[src/rtl/sirq_pkg.sv]
package sirq_pkg;
   localparam int REG_AW = 4;

   localparam logic [REG_AW-1:0] RA_CTRL   = 4'h0;
   localparam logic [REG_AW-1:0] RA_PRIM_A = 4'h1;
   localparam logic [REG_AW-1:0] RA_PRIM_B = 4'h2;
   localparam logic [REG_AW-1:0] RA_EDGE   = 4'hC;

   typedef struct packed {
      logic pend_en;
      logic clr_on_rd;
   } ctrl_t;

   function automatic logic [REG_AW-1:0] stat_addr(input int line, input int b);
      return REG_AW'(4 + 4*line + b);
   endfunction

   function automatic logic [REG_AW-1:0] mask_addr(input int line, input int b);
      return REG_AW'(6 + 4*line + b);
   endfunction
endpackage

[src/rtl/sirq_edge.sv]
module sirq_edge #(
   parameter int N = 8
) (
   input  logic           clk,
   input  logic           rst_n,
   input  logic [N-1:0]   src,
   input  logic [2*N-1:0] esel,
   output logic [N-1:0]   evt
);
   logic [N-1:0] sync1_q, sync2_q, prev_q;

   always_ff @(posedge clk or negedge rst_n) begin
      if (!rst_n) begin
         sync1_q <= '0;
         sync2_q <= '0;
         prev_q  <= '0;
      end else begin
         sync1_q <= src;
         sync2_q <= sync1_q;
         prev_q  <= sync2_q;
      end
   end

   for (genvar i = 0; i < N; i++) begin : g_src
      assign evt[i] = (sync2_q[i] & ~prev_q[i] & esel[2*i+1])
                    | (~sync2_q[i] & prev_q[i] & esel[2*i]);
   end
endmodule

[src/rtl/sirq_line.sv]
module sirq_line #(
   parameter int N = 8
) (
   input  logic         clk,
   input  logic         rst_n,
   input  logic [N-1:0] evt,
   input  logic         pend_en,
   input  logic [N-1:0] clr,
   input  logic [N-1:0] mwe,
   input  logic [N-1:0] mwd,
   output logic [N-1:0] stat,
   output logic [N-1:0] mask,
   output logic         req
);
   logic [N-1:0] stat_q, pend_q, mask_q;
   logic [N-1:0] set_v, reissue, stat_d, pend_d;

   always_comb begin
      set_v   = evt & ~mask_q;
      reissue = pend_q & ~stat_q;
      stat_d  = set_v | (stat_q & ~clr) | reissue;
      pend_d  = pend_en ? ((pend_q & ~reissue) | (set_v & stat_q & ~clr)) : '0;
   end

   always_ff @(posedge clk or negedge rst_n) begin
      if (!rst_n) begin
         stat_q <= '0;
         pend_q <= '0;
         mask_q <= '1;
      end else begin
         stat_q <= stat_d;
         pend_q <= pend_d;
         mask_q <= (mask_q & ~mwe) | (mwd & mwe);
      end
   end

   assign stat = stat_q;
   assign mask = mask_q;
   assign req  = |(stat_q & ~mask_q);

   // a held event comes back on the cycle after its bit was cleared
   a_r7_reissue: assert property (@(posedge clk) disable iff (!rst_n)
      (reissue != '0) |=> ((stat_q & $past(reissue)) == $past(reissue)));

   // a clear with no competing event leaves the bit at zero
   a_r4_clear_takes: assert property (@(posedge clk) disable iff (!rst_n)
      ((clr & ~set_v & stat_q) != '0) |=> ((stat_q & $past(clr & ~set_v & stat_q)) == '0));

   // an event in the clear cycle keeps the bit set
   a_r8_set_wins: assert property (@(posedge clk) disable iff (!rst_n)
      ((set_v & clr) != '0) |=> ((stat_q & $past(set_v & clr)) == $past(set_v & clr)));

   // a masked, idle, non-pending bit stays clear
   a_r3_mask_blocks: assert property (@(posedge clk) disable iff (!rst_n)
      ((~stat_q & mask_q & ~pend_q) != '0) |=> ((stat_q & $past(~stat_q & mask_q & ~pend_q)) == '0));
endmodule

[src/rtl/sirq_primary.sv]
module sirq_primary #(
   parameter int OWN_SLOT = 0
) (
   input  logic [1:0] own_req,
   input  logic [7:0] other_a,
   input  logic [7:0] other_b,
   output logic [7:0] prim_a,
   output logic [7:0] prim_b,
   output logic [1:0] irq_n
);
   always_comb begin
      prim_a = other_a;
      prim_b = other_b;
      prim_a[OWN_SLOT] = own_req[0];
      prim_b[OWN_SLOT] = own_req[1];
      irq_n = {~|prim_b, ~|prim_a};
   end
endmodule

[src/rtl/dual_line_sirq.sv]
module dual_line_sirq
   import sirq_pkg::*;
#(
   parameter int N_SRC    = 8,
   parameter int OWN_SLOT = 0
) (
   input  logic                clk,
   input  logic                rst_n,
   input  logic [N_SRC-1:0]    src_in,
   input  logic [7:0]          other_req_a,
   input  logic [7:0]          other_req_b,
   input  logic [REG_AW-1:0]   addr,
   input  logic                wr_en,
   input  logic [7:0]          wr_data,
   input  logic                rd_en,
   output logic [7:0]          rd_data,
   output logic                irq_a_n,
   output logic                irq_b_n
);
   localparam int SB  = (N_SRC + 7) / 8;
   localparam int EB  = (2*N_SRC + 7) / 8;
   localparam int SBW = 8 * SB;
   localparam int EBW = 8 * EB;
   localparam logic [EBW-1:0] ESEL_OK = (EBW'(1) << (2*N_SRC)) - EBW'(1);

   initial begin
      if (N_SRC < 1 || N_SRC > 16) $fatal(1, "N_SRC must be 1..16");
      if (OWN_SLOT < 0 || OWN_SLOT > 7) $fatal(1, "OWN_SLOT must be 0..7");
   end

   ctrl_t                     ctrl_q;
   logic [EBW-1:0]            esel_q;
   logic [N_SRC-1:0]          evt;
   logic [1:0][N_SRC-1:0]     stat, mask;
   logic [1:0][SBW-1:0]       stat_pad, mask_pad, snap_q, clr_pad, mwe_pad;
   logic [SBW-1:0]            wd_rep;
   logic [1:0]                own_req, irq_n;
   logic [7:0]                prim_a, prim_b, rd_mux;

   assign wd_rep = {SB{wr_data}};

   sirq_edge #(.N(N_SRC)) u_edge (
      .clk(clk), .rst_n(rst_n), .src(src_in),
      .esel(esel_q[2*N_SRC-1:0]), .evt(evt));

   for (genvar l = 0; l < 2; l++) begin : g_line
      sirq_line #(.N(N_SRC)) u_line (
         .clk(clk), .rst_n(rst_n), .evt(evt), .pend_en(ctrl_q.pend_en),
         .clr(clr_pad[l][N_SRC-1:0]), .mwe(mwe_pad[l][N_SRC-1:0]),
         .mwd(wd_rep[N_SRC-1:0]), .stat(stat[l]), .mask(mask[l]),
         .req(own_req[l]));
   end

   sirq_primary #(.OWN_SLOT(OWN_SLOT)) u_prim (
      .own_req(own_req), .other_a(other_req_a), .other_b(other_req_b),
      .prim_a(prim_a), .prim_b(prim_b), .irq_n(irq_n));

   assign irq_a_n = irq_n[0];
   assign irq_b_n = irq_n[1];

   always_comb begin
      for (int l = 0; l < 2; l++) begin
         stat_pad[l] = '0;
         mask_pad[l] = '0;
         stat_pad[l][N_SRC-1:0] = stat[l];
         mask_pad[l][N_SRC-1:0] = mask[l];
      end
   end

   // clear and mask-write vectors, per line and byte
   always_comb begin
      clr_pad = '0;
      mwe_pad = '0;
      for (int l = 0; l < 2; l++) begin
         for (int b = 0; b < SB; b++) begin
            if (wr_en && !ctrl_q.clr_on_rd && addr == stat_addr(l, b))
               clr_pad[l][8*b +: 8] = wr_data;
            if (rd_en && ctrl_q.clr_on_rd && addr == stat_addr(l, b))
               clr_pad[l][8*b +: 8] = (b == 0) ? stat_pad[l][7:0] : snap_q[l][8*b +: 8];
            if (wr_en && addr == mask_addr(l, b))
               mwe_pad[l][8*b +: 8] = 8'hFF;
         end
      end
   end

   always_ff @(posedge clk or negedge rst_n) begin
      if (!rst_n) begin
         ctrl_q <= '0;
         esel_q <= '0;
         snap_q <= '0;
      end else begin
         if (wr_en && addr == RA_CTRL) ctrl_q <= ctrl_t'(wr_data[1:0]);
         for (int b = 0; b < EB; b++)
            if (wr_en && addr == REG_AW'(int'(RA_EDGE) + b))
               esel_q[8*b +: 8] <= wr_data & ESEL_OK[8*b +: 8];
         for (int l = 0; l < 2; l++)
            if (rd_en && addr == stat_addr(l, 0)) snap_q[l] <= stat_pad[l];
      end
   end

   always_comb begin
      rd_mux = '0;
      if (addr == RA_CTRL)   rd_mux = {6'd0, ctrl_q};
      if (addr == RA_PRIM_A) rd_mux = prim_a;
      if (addr == RA_PRIM_B) rd_mux = prim_b;
      for (int l = 0; l < 2; l++) begin
         for (int b = 0; b < SB; b++) begin
            if (addr == stat_addr(l, b))
               rd_mux = (b == 0) ? stat_pad[l][7:0] : snap_q[l][8*b +: 8];
            if (addr == mask_addr(l, b))
               rd_mux = mask_pad[l][8*b +: 8];
         end
      end
      for (int b = 0; b < EB; b++)
         if (addr == REG_AW'(int'(RA_EDGE) + b)) rd_mux = esel_q[8*b +: 8];
   end

   always_ff @(posedge clk or negedge rst_n) begin
      if (!rst_n)     rd_data <= '0;
      else if (rd_en) rd_data <= rd_mux;
   end

   // unmasked pending status on line A drives its output low
   a_r10_own_to_irq: assert property (@(posedge clk) disable iff (!rst_n)
      ((stat[0] & ~mask[0]) != '0) |-> !irq_a_n);
endmodule

[config.mk]
export PLATFORM = sky130hd
export DESIGN_NAME = dual_line_sirq
export DESIGN_NICKNAME = d
export VERILOG_FILES = /design/src/rtl/sirq_pkg.sv /design/src/rtl/sirq_edge.sv /design/src/rtl/sirq_line.sv /design/src/rtl/sirq_primary.sv /design/src/rtl/dual_line_sirq.sv
export SDC_FILE = /design/constraint.sdc
export NUM_CORES = 1
export LEC_CHECK = 0
export CAP_MARGIN = 15
export CORE_ASPECT_RATIO = 1.1
export CORE_MARGIN = 2
export CORE_UTILIZATION = 28
export CTS_BUF_LIST = sky130_fd_sc_hd__clkbuf_8 sky130_fd_sc_hd__clkbuf_16
export CTS_CLUSTER_SIZE = 24
export DETAILED_ROUTE_END_ITERATION = 12
export DONT_BUFFER_PORTS = 1
export PLACE_DENSITY = 0.51
export SYNTH_ARGS = -nofsm -noshare
export SYNTH_HDL_FRONTEND = slang
export SYNTH_SLANG_ARGS = --single-unit
[constraint.sdc]
create_clock -name clk -period 4.4 [get_ports clk]
set_input_delay 0.22 -clock clk [delete_from_list [all_inputs] [get_ports clk]]
set_output_delay 0.22 -clock clk [all_outputs]
set_load 0.005 [all_outputs]
==> results of run 1 <==
## routing by layer
metal | share of wire | vias to the layer above | track usage | wire (µm)
li1 | - | 1706 | - | -
met1 | 0.42 | 1904 | 0.203 | 5970
met2 | 0.49 | 112 | 0.259 | 7020
met3 | 0.059 | 28 | 0.0437 | 836
met4 | 0.029 | 0 | 0.0641 | 410
met5 | 0 | - | 0 | 0
## cells in the final DEF (no fill, tap or decap), drive strengths merged, types with 2 or more instances in the layout
master,synthesis,final
dfrtp,82,82
a21oi,53,53
nor2,52,52
nand2,39,39
mux2,35,35
inv,25,28
o21ai,21,21
o22ai,18,18
dfstp,16,16
nand2b,13,13
dlygate4sd3,0,10
nor2b,9,9
clkbuf,7,9
a21boi,8,8
nand3b,7,7
a31oi,7,7
o21a,6,6
a2bb2oi,6,6
o32a,6,6
a22oi,5,5
nor4,5,5
o31ai,5,5
nor3,4,4
and2,3,3
mux2i,3,3
nand3,3,3
clkinv,1,3
and3b,2,2
and3,2,2
and2b,2,2
a211o,2,2
a32oi,2,2
a221oi,2,2
## final cells by class
type,count,share of cell area
Multi-Input combinational cell,332,0.394
Inverter,26,0.0180
Timing Repair Buffer,11,0.0235
Sequential cell,98,0.456
Tap cell,234,0.0540
Clock buffer,9,0.0415
Clock inverter,7,0.0127
## power by group through the flow
stage	logic, mW	registers [mW]	clock network (mW)
after floorplan	0.336	1.18	0
after global placement	0.376	1.25	0
after detailed placement	0.386	1.26	0
after CTS	0.417	1.24	0.812
after global routing	0.462	1.26	0.856
final	0.414	1.24	0.793
## final timing paths
kind | start | endpoint | slack [ps] | depth (start not counted)
max | ctrl_q[0] | g_line[0].u_line.stat[7] | 2430 | 5
min | wr_data[5] | esel_q[13] | 20 | 1
max reg2reg | ctrl_q[0] | g_line[0].u_line.stat[7] | 2430 | 5
min reg2reg | u_edge.sync1_q[1] | u_edge.sync2_q[1] | 350 | 0
max in group asynchronous | rst_n | async pin | 3500 | 2
min in group asynchronous | rst_n | rd_data[0] | 450 | 2
## kinds of logic (layout without fill, tap and decap cells)
family	Yosys count	in the layout	synth area share
buffers and inverters	47	53	0.0438
multiplexers	38	38	0.0879
AND/OR/NAND/NOR	147	147	0.159
flip-flops	98	98	0.513
AO/OA/AOI/OAI	147	147	0.196
## cells in the mapped netlist (all sizes together) (2+ instances only)
cell type	count
a211o	2
a21boi	8
a21oi	53
a221oi	2
a22oi	5
a2bb2oi	6
a31oi	7
a32oi	2
and2	3
and2b	2
and3	2
and3b	2
buf	14
clkbuf	7
dfrtp	82
dfstp	16
inv	25
mux2	35
mux2i	3
nand2	39
nand2b	13
nand3	3
nand3b	7
nor2	52
nor2b	9
nor3	4
nor4	5
o21a	6
o21ai	21
o22ai	18
o31ai	5
o32a	6
## what timing repair did
action	in CTS	in global routing
hold buffers	11	0
endpoints found under the hold margin	107	0
resized for setup	0	0
==> metrics.cfg, run 1 <==
[synthesis]
netlist_instances = 477
ys_warn_count = 0
avgSynthCellArea_um2 = 10.1
syn_nets = 517
yosys.area.top_type = dfrtp_1
synthArstFlopShare = 1.00
yosys.area.top_type_share = 0.425
ys_seq_area_frac = 0.513
synth-edff-count = 0
ys_ff_latch = 98
synth_area_leaders = dfrtp_1, dfstp_2, mux2_2
ys_types = 58
syn_area_um2 = 4820
dominantRegCellSynth = dfrtp_1

[drt]
dr.pass1.iters = 6
wl_per_cell_um = 19.9
drc = 0
wirelength_mm = 14.2
drt.antenna.violating_nets = 0
drtIter0Drc = 282
via_per_inst = 5.23
vias = 3750

[clock_network]
h-tree-depth = 3
clkTransAtPathRegs_ps = 70
clockBufferDepth = 2
post-cts-setup-buffers = 0
cts_sinks = 98
cts_tree = yes
cts_buffers = 9
insertion_delay_ps = 350
cts_root_buffer = clkbuf_16

[timing]
slew_viol_final = 0
finalClockSkew_ps = 10.3
worst_pin_slew_ps = 886
whs_ps = 17.0
finalCritPeriodShare = 0.448
period_minus_slack_ps = 1970
finalSetupViolations = 0
tns_ps = 0
max_freq_ghz = 0.508
slew_headroom = 0.408
fin_ws_ps = 2430
hold_viol_final = 0
rsz0062_at_grt = false

[floorplanning]
rows = 50
initial_core_util = 0.285
die-width_um = 129
die_h_um = 142
core_um2 = 17000
io_pins = 50
die_area_um2 = 18300

[global_routing]
grt_max_degree = 99
antenna_found_initial = 0
grt.total_usage = 0.160
globalRoute.totalOverflow = 0
grt_pass1_wl_mm = 21.6
grt_pass1_vias = 3666

[layout]
stdcell_count = 717
stdcell_area_um2 = 5420
fin_util = 0.320
seq_area_um2 = 2470
drive_gt1_frac = 0.178
nFillCells = 1721
syn2layout_area_growth_pct = 12.5
multiInputGateArea_um2 = 2140
nets = 518
antennaDiodeCount = 0

[setup_path]
crit_type = reg2reg
cp_data_arrival_time_ps = 2190
path_cells = and2_1 -> and3_1 -> a21oi_1 -> mux2i_1 -> o21ai_0
path_max_fanout = 9
cp_num_buf_inv = 0
cp_data_required_time_ps = 4620
crit_family = simple AND/OR/NAND/NOR gates
cp-start-kind = register
critical-path-max-stage-delay_ps = 550
critPathSlowestCell = and3_1
endpoint_kind = register

[placed_design]
place.gp.congestion = 0.871
hpwl_mm = 10.0
portBuffers = 0
dp_slack_ps = 2430
placed_area_um2 = 5000
dp.cells = 690

[power_and_ir_drop]
static-leakage-power_nw = 2.24
p_int_mw = 1.71
seqPwrFrac = 0.507
total_power_mw = 2.45
p_switching_uw = 735
power_density_nw_per_um2 = 451
p_clk_frac = 0.324
pwr-share-comb = 0.169
peakVddDrop_mv = 0.200
swShare = 0.300

[status]
outcome = completed

[flow_run]
maxCapViolCount = 0

[worst_hold_path]
min_path_type = in2reg

Power figures use the tool's default switching activity.
==> run 2: changes to the inputs <==
ABC_AREA = 1   (was default)
PLACE_DENSITY = 0.53   (was 0.51)
clock period = 1.65 ns   (was 4.4 ns; I/O delays follow)
==> run 2 against run 1 <==
Against the previous run: the flow now finishes with violations (negative hold slack); sequential power increased to 2.5 times the previous value; register-to-register slack got worse by 2400 ps; clock skew decreased by 3.6 ps; combinational power increased to 2.6 times the previous value; flip-flop and latch count unchanged; core utilization increased by 1.7 points; clock power increased to 3.0 times the previous value; fmax increased by 24%; critical endpoint is now rd_data[0]; largest cell class unchanged; largest power group unchanged.
==> metrics.cfg, run 2 <==
[status]
outcome = finished with violations
violations = negative hold slack

[clock_network]
cts_tree = yes
h-tree-depth = 3
cts_buffers = 9
cts_root_buffer = clkbuf_16
insertion_delay_ps = 350
clockBufferDepth = 2
clkTransAtPathRegs_ps = 70
hold_buffers = 10
cts_sinks = 98

[synthesis]
yosys.area.top_type_share = 0.450
synth_area_leaders = dfrtp_1, nand2_1, dfstp_2
syn_nets = 599
yosys.area.top_type = dfrtp_1
synthSimpleGateAreaFrac = 0.244
ys_seq_area_frac = 0.542
dominantRegCellSynth = dfrtp_1
synthTopCellsByCount = nand2_1, dfrtp_1, inv_1
yosysMostFrequentCell = nand2_1
avgSynthCellArea_um2 = 8.16
ys_types = 27
synth_top_family_by_area = simple AND/OR/NAND/NOR gates
synthMuxAreaShare = 0
netlist_instances = 559
ys_ff_latch = 98
synth_compound_area_frac = 0.138
synth-edff-count = 0
synthArstFlopShare = 1.00
synth-adder-area-share = 0
ys_warn_count = 0
syn_area_um2 = 4560
synth_xor_xnor_area_share = 0

[timing]
slew_viol_final = 0
whs_ps = -579
slew_headroom = 0.662
finalClockSkew_ps = 6.75
finalSetupViolations = 0
hold_viol_final = 98
rsz0062_at_grt = true
period_minus_slack_ps = 1590
max_freq_ghz = 0.629
finalCritPeriodShare = 0.963
worst_pin_slew_ps = 505

[setup_path]
cp-start-kind = register
crit_top_cell = nand2_1
crit_family = simple AND/OR/NAND/NOR gates
reg2reg_depth = 13
critPathSlowestCell = dfstp_2
cp_data_required_time_ps = 1900
crit_cells = 13
cp_data_arrival_time_ps = 1840
path_cells = inv_2 -> nand2_1 -> nand2_1 -> nor2_1 -> nand2_1 -> nand2_1 -> nand2_1 -> nand2_1 -> nand3_1 -> nand2_1 -> nand3_1 -> nand2_1 -> nand2_1
path_max_fanout = 3
endpoint_kind = register
critical-path-max-stage-delay_ps = 550
crit_type = reg2reg
cp_num_buf_inv = 1

[drt]
drc = 0
wl_per_cell_um = 15.5
via_per_inst = 4.71
drt.antenna.violating_nets = 0
drtIter0Drc = 217
dr.pass1.iters = 4
wirelength_mm = 12.2
vias = 3714

[worst_hold_path]
min_path_type = in2async

[flow_run]
maxCapViolCount = 0

[global_routing]
grt_pass1_vias = 3684
antenna_found_initial = 0
grt_pass1_wl_mm = 19.7
globalRoute.totalOverflow = 0
grt_max_degree = 99
grt.total_usage = 0.149

[floorplanning]
io_pins = 50
rows = 48
core_um2 = 15800
die-width_um = 126
die_area_um2 = 17300
initial_core_util = 0.289
die_h_um = 138

[power_and_ir_drop]
total_power_mw = 6.58
static-leakage-power_nw = 2.59
peakVddDrop_mv = 0.477
power_density_nw_per_um2 = 1240

[layout]
antennaDiodeCount = 0
nFillCells = 1626
drive_gt1_frac = 0.126
syn2layout_area_growth_pct = 16.6
nets = 623
layout_common_cells = nand2_1, dfrtp_1, inv_1
fin_util = 0.337
mostFrequentLayoutCell = nand2_1

[placed_design]
place.gp.congestion = 0.842
hpwl_mm = 8.81
portBuffers = 0

## run 2: cell count changes after synthesis, sizes merged, moves of 9 or more
cell	before	now
nor3	4	25
nor2	52	65
nand3	3	17
o21ai	21	56
buf	14	4
nand2b	13	0
mux2	35	0
a21oi	53	29
o22ai	18	7
nand2	39	142
nor2b	9	0
inv	25	85
## run 2: power breakdown
group	total [mW]	switching (mW)	internal (mW)
Sequential	3.14	0.299	2.84
Clock	2.35	0.987	1.36
Combinational	1.09	0.668	0.426
Total	6.58	1.95	4.62
## run 2: final timing paths
check	start	end	slack, ps
worst max-delay path	register	rd_data[0]	60
worst min-delay path	rst_n	rd_data[6]	-580
worst max register to register	register	rd_data[0]	60
worst min register to register	u_edge.sync1_q[6]	u_edge.sync2_q[6]	350
max in group asynchronous	rst_n	async pin	2010
min in group clk	rd_en	rd_data[0]	10
## run 2: cell families (layout without fill, tap and decap cells)
| group | Yosys count | count (layout) |
|---|---|---|
| buffers and inverters | 91 | 120 |
| and+or+nand+nor | 259 | 259 |
| DFF | 98 | 98 |
| AOI/OAI and AO/OA | 111 | 111 |
## run 2: routing by layer
layer | part of all wire | global-route usage | routed length [µm] | vias to the layer above
met4 | 0.034 | 0.0802 | 412 | 0
li1 | - | - | - | 1849
met5 | 0 | 0 | 0 | -
met3 | 0.024 | 0.0239 | 290 | 29
met2 | 0.51 | 0.261 | 6200 | 55
met1 | 0.44 | 0.177 | 5320 | 1781
## run 2: cell type report
| type | instances | area, µm² | share of cell area |
|---|---|---|---|
| clock buffer | 9 | 225 | 0.0423 |
| timing repair buffer | 19 | 168 | 0.0315 |
| clock inverter | 7 | 106 | 0.0200 |
| multi-input combinational | 370 | 1780 | 0.334 |
| inverter | 85 | 319 | 0.0600 |
| tap | 200 | 250 | 0.0470 |
| sequential | 98 | 2470 | 0.465 |
## run 2: stage by stage
stage	setup WS, ps	instances	TNS (ps)	area (µm²)
after floorplan	347	559	0	4560
final	60.3	788	0	5320
after detailed placement	83.3	758	0	4820
after global placement	103	758	0	4820
after CTS	17.6	786	0	5280
after global routing	-39.2	788	-75.9	5320
## run 2: timing repair
item                                   4_1_cts  5_1_grt
setup endpoints to repair                    1        5
endpoints found under the hold margin      116       98
resized for setup                            5       11
pin swaps                                    3       12
setup buffers                                2        2
==> run 3: changes to the inputs <==
ABC_AREA = default   (was 1)
==> run 3 against run 2 <==
Against the previous run: largest power group unchanged; setup slack worse by 72 ps; the run ends with negative hold slack, negative setup slack left; routed wire length up 23%; highest routed layer unchanged; clock skew about the same; non-clock buffer count up 16; core utilization about the same; sequential power up 5%; clock-buffer cell count unchanged; critical path depth down 9.
==> metrics.cfg, run 3 (synthesis gave the netlist of run 1 again) <==
[status]
outcome = finished with violations
violations = negative hold slack, negative setup slack

[drt]
drc = 0
dr.pass1.iters = 7
wl_per_cell_um = 20.3
via_per_inst = 5.19
drtIter0Drc = 322
wirelength_mm = 15.1
vias = 3849
drt.antenna.violating_nets = 0

[worst_hold_path]
min_path_type = in2async

[setup_path]
cp_num_buf_inv = 1
crit_type = reg2out
path_max_fanout = 4
reg2reg_from = ctrl_q[0]
endpoint_kind = output pin
critical-path-max-stage-delay_ps = 550
cp_data_required_time_ps = 1570
cp-start-kind = register
path_cells = nand2b_4 -> o2111ai_4 -> nor4_4 -> buf_4
cp_data_arrival_time_ps = 1580
critPathSlowestCell = dfstp_2
crit_family = flip-flops

[timing]
rsz0062_at_grt = true
slew_viol_final = 0
finalCritPeriodShare = 1.01
period_minus_slack_ps = 1660
max_freq_ghz = 0.602
finalClockSkew_ps = 6.63
finalSetupViolations = 1
worst_pin_slew_ps = 643
whs_ps = -577
slew_headroom = 0.570
hold_viol_final = 98
fin_ws_ps = -11.4

[power_and_ir_drop]
p_clk_frac = 0.317
power_density_nw_per_um2 = 1190
seqPwrFrac = 0.485
static-leakage-power_nw = 2.38
peakVddDrop_mv = 0.470
swShare = 0.306
total_power_mw = 6.78
p_int_mw = 4.70
p_switching_mw = 2.08
pwr-share-comb = 0.198

[clock_network]
hold_buffers = 20
cts_root_buffer = clkbuf_16
clkTransAtPathRegs_ps = 70
cts_tree = yes
clockBufferDepth = 2
cts_sinks = 98
h-tree-depth = 3
cts_buffers = 9
insertion_delay_ps = 360

[global_routing]
globalRoute.totalOverflow = 0
antenna_found_initial = 0
grt_pass1_vias = 3886
grt_pass1_wl_mm = 23.2
grt_max_degree = 99
grt.total_usage = 0.171

[placed_design]
portBuffers = 0
hpwl_mm = 10.4
placed_area_um2 = 5080
place.gp.congestion = 0.888

[flow_run]
maxCapViolCount = 0

[floorplanning]
initial_core_util = 0.285
die_area_um2 = 18300
die_h_um = 142
io_pins = 50
die-width_um = 129
core_um2 = 17000
rows = 50

[layout]
syn2layout_area_growth_pct = 18.4
mostFrequentLayoutCell = dfrtp_1
nets = 542
stdcell_area_um2 = 5710
antennaDiodeCount = 0
layout_common_cells = dfrtp_1, a21oi_1, nor2_1
drive_gt1_frac = 0.223

run 3: cell types whose count changed in the layout (fill, tap and decap cells not counted), sizes merged, moves of 7 or more:
cell,before,now
o22ai,7,18
nor2,65,52
a31oi,0,7
nor3,25,4
nand2b,0,13
mux2,0,35
nand2,142,39
o21ai,56,21
dlygate4sd3,10,20
nand3,17,3
a21oi,29,53
inv,89,27
nand3b,0,7
nor2b,0,9
run 3: timing repair:
action | in CTS | in global routing
buffers inserted | 3 | 2
resized for setup | 5 | 11
pin swaps | 4 | 3
endpoints found under the setup margin | 2 | 3
hold endpoints to repair | 157 | 98
cloned | 0 | 0
run 3: cell type report:
cell class                      count  area [µm²]
Clock inverter                      7        76.3
Fill cell                        1691       11200
Sequential cell                    98        2470
Tap cell                          234         293
Inverter                           26        97.6
Multi-Input combinational cell    332        2230
Clock buffer                        9         225
Timing Repair Buffer               35         313
run 3: power by group through the flow:
stage               clock (mW)  sequential, mW  combinational, mW
floorplan                    0            3.16              0.896
global placement             0            3.28               1.07
detailed placement           0            3.31               1.10
CTS                       2.20            3.26               1.25
global route              2.29            3.34               1.48
finish                    2.15            3.29               1.34
run 3: through the flow:
step	util	hold WS (ps)	setup TNS [ps]	cells	setup WS, ps
after floorplan	-	-213	0	477	260
after global placement	0.299	-207	0	700	118
after detailed placement	0.299	-207	0	700	98.9
after CTS	0.333	-592	0	739	2.20
after global routing	0.337	-592	-82.9	741	-76.6
final	0.337	-577	-11.4	741	-11.4
run 3: worst paths after layout:
kind	endpoint	slack, ps	cells after the start
max	irq_b_n	-10	4
min	u_edge.sync1_q[3]	-580	0
max reg2reg	g_line[1].u_line.pend_q[3]	120	6
min reg2reg	u_edge.sync2_q[2]	350	0
max in group asynchronous	async pin	1950	0
min in group clk	g_line[1].u_line.stat[3]	10	3
run 3: layer usage:
layer | vias to the layer above | part of all wire | global-route usage
li1 | 1758 | - | -
met1 | 1936 | 0.41 | 0.205
met2 | 117 | 0.49 | 0.289
met3 | 38 | 0.062 | 0.0456
met4 | 0 | 0.034 | 0.0704
met5 | - | 0 | 0
